--- src/rtl/adc_seq_pkg.sv ---
package adc_seq_pkg;

  typedef enum logic [1:0] {
    MODE_SLEEP  = 2'd0,
    MODE_SINGLE = 2'd1,
    MODE_HSK    = 2'd2,
    MODE_CONT   = 2'd3
  } adcMode_e;

  typedef enum logic [1:0] {
    ST_IDLE,
    ST_BUSY,
    ST_WAIT,
    ST_PACE
  } seqState_e;

  // strobes from control to the sample store
  typedef struct packed {
    logic push;
    logic pushIrq;
    logic clear;
    logic pop;
  } bufStb_t;

endpackage

--- src/rtl/adc_seq_ctrl_fsm.sv ---
module adc_seq_ctrl_fsm
  import adc_seq_pkg::*;
#(
  parameter int DEPTH   = 32,
  parameter int CNT_W   = 6,
  parameter int CH_NUM  = 14,
  parameter int CH_W    = 4,
  parameter int RATE_W  = 16,
  parameter int MIN_GAP = 16
) (
  input  logic              clk,
  input  logic              rstN,
  input  logic              modeWr,
  input  logic [1:0]        modeSel,
  input  logic              setupWr,
  input  logic [CH_W-1:0]   setupChan,
  input  logic [CNT_W-1:0]  setupCount,
  input  logic [RATE_W-1:0] setupRate,
  input  logic              rdEn,
  input  logic              irqClr,
  input  logic              irqFlag,
  input  logic              convDone,
  output logic              convStart,
  output logic [CH_W-1:0]   convChan,
  output logic [1:0]        modeStatus,
  output logic [CNT_W-1:0]  countEff,
  output bufStb_t           bufStb
);

  adcMode_e          modeReg;
  seqState_e         state;
  logic [CH_W-1:0]   chanReg;
  logic [RATE_W-1:0] rateEff;
  logic [RATE_W-1:0] paceCnt;
  logic              paceOk, idleGo, paceGo, accept;

  // start conditions
  always_comb begin
    paceOk    = paceCnt >= RATE_W'(MIN_GAP);
    idleGo    = (state == ST_IDLE) && (modeReg != MODE_SLEEP) &&
                !((modeReg == MODE_HSK) && irqFlag);
    paceGo    = (state == ST_PACE) && (paceCnt >= rateEff);
    convStart = !modeWr && paceOk && (idleGo || paceGo);
    accept    = (state == ST_BUSY) && convDone && !modeWr;
  end

  always_comb begin
    bufStb.push    = accept;
    bufStb.pushIrq = accept && (modeReg == MODE_HSK);
    bufStb.clear   = irqClr;
    bufStb.pop     = rdEn;
  end

  assign convChan   = chanReg;
  assign modeStatus = modeReg;

  // sequencing state and mode register
  always_ff @(posedge clk or negedge rstN) begin
    if (!rstN) begin
      modeReg <= MODE_SLEEP;
      state   <= ST_IDLE;
    end else if (modeWr) begin
      modeReg <= adcMode_e'(modeSel);
      state   <= ST_IDLE;
    end else begin
      unique case (state)
        ST_IDLE: if (convStart) state <= ST_BUSY;
        ST_BUSY: if (convDone) begin
          unique case (modeReg)
            MODE_SINGLE: begin
              modeReg <= MODE_SLEEP;
              state   <= ST_IDLE;
            end
            MODE_HSK:  state <= ST_WAIT;
            MODE_CONT: state <= ST_PACE;
            default:   state <= ST_IDLE;
          endcase
        end
        ST_WAIT: if (irqClr) state <= ST_IDLE;
        ST_PACE: if (convStart) state <= ST_BUSY;
        default: state <= ST_IDLE;
      endcase
    end
  end

  // spacing counter, saturating; reset value lets the first start go at once
  always_ff @(posedge clk or negedge rstN) begin
    if (!rstN)              paceCnt <= RATE_W'(MIN_GAP);
    else if (convStart)     paceCnt <= RATE_W'(1);
    else if (paceCnt != '1) paceCnt <= paceCnt + RATE_W'(1);
  end

  // setup fields, clamped when loaded
  always_ff @(posedge clk or negedge rstN) begin
    if (!rstN) begin
      chanReg  <= '0;
      countEff <= CNT_W'(DEPTH);
      rateEff  <= RATE_W'(MIN_GAP);
    end else if (setupWr) begin
      chanReg  <= (setupChan > CH_W'(CH_NUM - 1)) ? CH_W'(CH_NUM - 1) : setupChan;
      countEff <= ((setupCount == '0) || (setupCount > CNT_W'(DEPTH))) ?
                  CNT_W'(DEPTH) : setupCount;
      rateEff  <= (setupRate < RATE_W'(MIN_GAP)) ? RATE_W'(MIN_GAP) : setupRate;
    end
  end

endmodule

--- src/rtl/adc_seq_buf.sv ---
module adc_seq_buf
  import adc_seq_pkg::*;
#(
  parameter int DEPTH = 32,
  parameter int WORD  = 16,
  parameter int CNT_W = 6,
  parameter int IDX_W = 5
) (
  input  logic             clk,
  input  logic             rstN,
  input  bufStb_t          bufStb,
  input  logic [WORD-1:0]  sampleIn,
  input  logic [CNT_W-1:0] countEff,
  output logic [WORD-1:0]  rdData,
  output logic [CNT_W-1:0] fillCount,
  output logic             irq,
  output logic             overflow
);

  logic [WORD-1:0]  mem [DEPTH];
  logic [IDX_W-1:0] wrQ, rdQ, wrB, rdB, wrN, rdN;
  logic [CNT_W-1:0] fillB, fillN;
  logic             irqB, irqN, ovfB, ovfN, full;

  function automatic logic [IDX_W-1:0] bump(input logic [IDX_W-1:0] p,
                                            input logic [CNT_W-1:0] lim);
    if (CNT_W'(p) + CNT_W'(1) >= lim) return '0;
    return p + IDX_W'(1);
  endfunction

  always_comb begin
    // an acknowledge is applied first, a same-cycle sample lands afterwards
    fillB = bufStb.clear ? '0   : fillCount;
    wrB   = bufStb.clear ? '0   : wrQ;
    rdB   = bufStb.clear ? '0   : (bufStb.pop ? bump(rdQ, countEff) : rdQ);
    irqB  = bufStb.clear ? 1'b0 : irq;
    ovfB  = bufStb.clear ? 1'b0 : overflow;
    full  = fillB >= countEff;
    fillN = fillB;
    wrN   = wrB;
    rdN   = rdB;
    irqN  = irqB;
    ovfN  = ovfB;
    if (bufStb.push) begin
      wrN   = bump(wrB, countEff);
      fillN = full ? fillB : fillB + CNT_W'(1);
      rdN   = full ? bump(wrB, countEff) : rdB;
      ovfN  = ovfB | full;
      irqN  = irqB | bufStb.pushIrq | (fillN == countEff);
    end
  end

  always_ff @(posedge clk or negedge rstN) begin
    if (!rstN) begin
      wrQ       <= '0;
      rdQ       <= '0;
      fillCount <= '0;
      irq       <= 1'b0;
      overflow  <= 1'b0;
    end else begin
      wrQ       <= wrN;
      rdQ       <= rdN;
      fillCount <= fillN;
      irq       <= irqN;
      overflow  <= ovfN;
    end
  end

  always_ff @(posedge clk) begin
    if (bufStb.push) mem[wrB] <= sampleIn;
  end

  assign rdData = mem[rdQ];

endmodule

--- src/rtl/adc_seq_ctrl.sv ---
module adc_seq_ctrl
  import adc_seq_pkg::*;
#(
  parameter int DEPTH   = 32,
  parameter int WORD    = 16,
  parameter int RES     = 12,
  parameter int CH_NUM  = 14,
  parameter int RATE_W  = 16,
  parameter int MIN_GAP = 16,
  localparam int CNT_W  = $clog2(DEPTH + 1),
  localparam int IDX_W  = $clog2(DEPTH),
  localparam int CH_W   = $clog2(CH_NUM)
) (
  input  logic              clk,
  input  logic              rstN,
  input  logic              modeWr,
  input  logic [1:0]        modeSel,
  input  logic              setupWr,
  input  logic [CH_W-1:0]   setupChan,
  input  logic [CNT_W-1:0]  setupCount,
  input  logic [RATE_W-1:0] setupRate,
  input  logic              rdEn,
  input  logic              irqClr,
  output logic [WORD-1:0]   rdData,
  output logic [CNT_W-1:0]  fillCount,
  output logic              irq,
  output logic              overflow,
  output logic [1:0]        modeStatus,
  output logic              convStart,
  output logic [CH_W-1:0]   convChan,
  input  logic              convDone,
  input  logic [RES-1:0]    convResult
);

  bufStb_t          bufStb;
  logic [CNT_W-1:0] countEff;
  logic [WORD-1:0]  sampleWord;

  assign sampleWord = WORD'(convResult);

  adc_seq_ctrl_fsm #(
    .DEPTH(DEPTH), .CNT_W(CNT_W), .CH_NUM(CH_NUM), .CH_W(CH_W),
    .RATE_W(RATE_W), .MIN_GAP(MIN_GAP)
  ) u_ctrl (
    .clk(clk), .rstN(rstN), .modeWr(modeWr), .modeSel(modeSel),
    .setupWr(setupWr), .setupChan(setupChan), .setupCount(setupCount),
    .setupRate(setupRate), .rdEn(rdEn), .irqClr(irqClr), .irqFlag(irq),
    .convDone(convDone), .convStart(convStart), .convChan(convChan),
    .modeStatus(modeStatus), .countEff(countEff), .bufStb(bufStb)
  );

  adc_seq_buf #(
    .DEPTH(DEPTH), .WORD(WORD), .CNT_W(CNT_W), .IDX_W(IDX_W)
  ) u_buf (
    .clk(clk), .rstN(rstN), .bufStb(bufStb), .sampleIn(sampleWord),
    .countEff(countEff), .rdData(rdData), .fillCount(fillCount),
    .irq(irq), .overflow(overflow)
  );

endmodule

--- config.mk ---
export PLATFORM = sky130hd
export DESIGN_NAME = adc_seq_ctrl
export DESIGN_NICKNAME = d
export VERILOG_FILES = /design/src/rtl/adc_seq_pkg.sv /design/src/rtl/adc_seq_ctrl_fsm.sv /design/src/rtl/adc_seq_buf.sv /design/src/rtl/adc_seq_ctrl.sv
export SDC_FILE = /design/constraint.sdc
export NUM_CORES = 1
export LEC_CHECK = 0
export ABC_CLOCK_PERIOD_IN_PS = 4830
export BUFFER_PORTS_ARGS = -buffer_cell sky130_fd_sc_hd__buf_2
export CORE_ASPECT_RATIO = 0.8
export CORE_UTILIZATION = 37
export DETAILED_ROUTE_END_ITERATION = 8
export SLEW_MARGIN = 20
export SYNTH_ARGS = -nofsm -noshare
export SYNTH_HDL_FRONTEND = slang
export SYNTH_SLANG_ARGS = --single-unit
--- constraint.sdc ---
create_clock -name clk -period 4.83 [get_ports clk]
set_input_delay 0.483 -clock clk [delete_from_list [all_inputs] [get_ports clk]]
set_output_delay 0.483 -clock clk [all_outputs]
set_load 0.05 [all_outputs]
==> run metrics <==
run status finished, final reports clean; Starting Density 37.5%; Clock H-tree levels 2; DRC Markers 0; number of buffers added on ports 73; clk_lat worst skew roughly 590 ps; post-route minimum period between 3000 and 4000 ps; die height roughly 210 µm; setup slack after layout 873 ps; Async S/R FF share, synth roughly 14%; vias in the first global route roughly 11000; Yosys top cell area share approximately three fifths; worst vdd ir roughly 0.00025 V; die area ~53000 µm²; core area approximately 51000 µm²; Avg Cell Area, Syn roughly 15 µm²; post-cts resize count 0; fmax approximately 250 MHz; post-route cell area between 20000 and 25000 µm²; CP max FO 25; DRC marker count from the first detailed-route iteration 1125; Syn. warnings 0; min-delay worst type in -> reg; Slew Viols, Final 0; ANT cells 0; io pins around 80; critical path class reg -> out; top post-synthesis cells by area edfxtp_1, dfrtp_1, mux4_2; DP Area 20400 µm²; Final ANT Viol Nets 0; first-pass GRT wire length 68500 µm; Clock Skew between 15 and 20 ps; Final Util between 40% and 50%; initial antenna violation count 0; critical path arrival roughly 3500 ps; Placer Congestion 0.830; Final HPWL DP 28400 µm; CTS tree done; FF+latch count, synth between 400 and 500; top-count cell post-synth edfxtp_1; post-synth cell types between 60 and 70; Nets 1443; pre-CTS WS 1340 ps; cell area power density 431 nW/µm²; Seq/Total Area, Yosys between 60 and 70%; Avg WL per Cell about 22 µm; Max Root-Sink Buffers 3; Clk Tree Root Cell clkbuf_16; Final setup viols 0; Inserted Clock Buffers 49; Post-Syn Area between 15000 and 20000 µm²; row count 74; die width 256 µm; final cycle utilization of the critical path a little over 80%; largest net degree at the start of global routing between 50 and 60; gr usage total 17.4%; most frequent cells after synthesis edfxtp_1, nand2_1, mux2i_1; area leader, netlist edfxtp_1; Via Count 11000; Primary FF master, synth edfxtp_1; Clock transition at path regs approximately 60 ps; worst path required time roughly 4400 ps; Post-Syn Instances 1248; via-per-instance ratio around 5.3; setup TNS 0 ps; Slew @ Worst Pin between 1000 and 1500 ps; Worst setup EP type output pin; grt ovf 0; setup repair after global routing missed its margin false; relative slew slack a little over a quarter; CP Launch Type register; Pre-Repair DR Iteration Count 5; max cap viols 0; share of layout cells above drive strength 1 between 20% and 30%; Synth-to-Final Area Change 15.7%; final number of hold-violating endpoints 0; number of synthesized flops with an enable pin ~380; clock sinks roughly 450; Routed WL 45300 µm; leakage around 7.6 nW
-- power breakdown --
part           switching (mW)  internal (mW)  leakage (nW)
clock network            1.54           2.38         0.822
registers               0.104           4.28          4.27
logic                   0.755          0.487          2.47
-- repair_timing --
action                                  in CTS  in global routing
endpoints found under the hold margin       30                  0
buffers inserted                             0                  0
hold buffers                                 1                  0
endpoints found under the setup margin       0                  0
-- flip-flops by register name, indices dropped and copies added, names as in the netlist --
name and cells:
u_buf.mem 384, u_ctrl.paceCnt 16, u_ctrl.rateEff 16, u_buf.fillCount 6, u_ctrl.countEff 6, u_buf.rdQ 5
u_buf.wrQ 5, u_ctrl.convChan 4, u_ctrl.modeStatus 2, u_ctrl.state 2, u_buf.irq 1, u_buf.overflow 1
-- layer usage --
| layer | vias to the layer above | part of all wire, % | track usage (%) |
|---|---|---|---|
| met3 | 59 | 8.0 | 4.26 |
| met4 | 0 | 1.7 | 4.66 |
| li1 | 5034 | - | - |
| met2 | 349 | 43 | 25.0 |
| met1 | 5543 | 47 | 26.0 |
| met5 | - | 0 | 0 |
-- worst paths after layout --
check / start / end / slack [ps] / cells after the start
worst max-delay path: u_buf.rdQ[1] / rdData[6] / 870 / 8
worst min-delay path: setupRate[3] / u_ctrl.rateEff[3] / 110 / 3
worst max register to register: u_buf.rdQ[0] / u_buf.rdQ[3] / 1610 / 9
worst min register to register: u_ctrl.convChan[1] / u_ctrl.convChan[1] / 480 / 1
max in group asynchronous: rstN / u_ctrl.countEff[5] / 3340 / 3
min in group asynchronous: rstN / u_ctrl.rateEff[3] / 510 / 2
-- cell type report --
| cell class | instances | area, µm² |
|---|---|---|
| clock buffer | 56 | 1270 |
| clock inverter | 31 | 415 |
| fill | 4461 | 28900 |
| inverter | 40 | 150 |
| multi-input combinational | 704 | 5590 |
| sequential | 448 | 13100 |
| tap | 684 | 856 |
| timing repair buffer | 110 | 683 |
-- logic make-up after synthesis --
family,after synthesis,share of synthesized area (%)
multiplexers,154,11.4
flip-flops,448,68.7
other,1,0.0196
AND/OR/NAND/NOR,254,6.10
adder cells (fa/ha/maj),43,2.81
XOR/XNOR,31,1.46
AO/OA/AOI/OAI,218,7.35
buffers and inverters,99,2.15
-- through the flow --
step                hold WS (ps)  total power [mW]  std cells
floorplan                    187              5.30       1251
global placement             459              5.68       1985
detailed placement           477              5.70       1985
CTS                         84.9              9.62       2073
global route                 110              9.87       2073
finish                       110              9.54       2073
-- layout by cell type (no fill, tap or decap), drive strengths merged, types with 4 or more instances in the layout --
cell type	n
edfxtp	384
buf	109
nand2	100
mux2i	76
nor2	74
o21ai	69
dfrtp	61
clkbuf	56
mux4	48
a21oi	48
ha	43
inv	42
o221ai	38
mux2	30
clkinv	18
xnor2	17
o22ai	17
nand3	14
xor2	14
nand2b	14
nand4	9
nor4	9
bufinv	9
nor2b	7
a21o	6
nand3b	6
nor3	6
a31oi	5
a22oi	5
a211oi	5
and3	4
conb	4
-- critical path, stage by stage (launching register included) --
cell and delay (ps):
dfrtp_2 430, nand2b_1 670, buf_4 490, o221ai_1 270, o22ai_1 120, a21oi_1 320, nand2_1 90, o21ai_1 160
buf_2 310
Power figures use the tool's default switching activity.
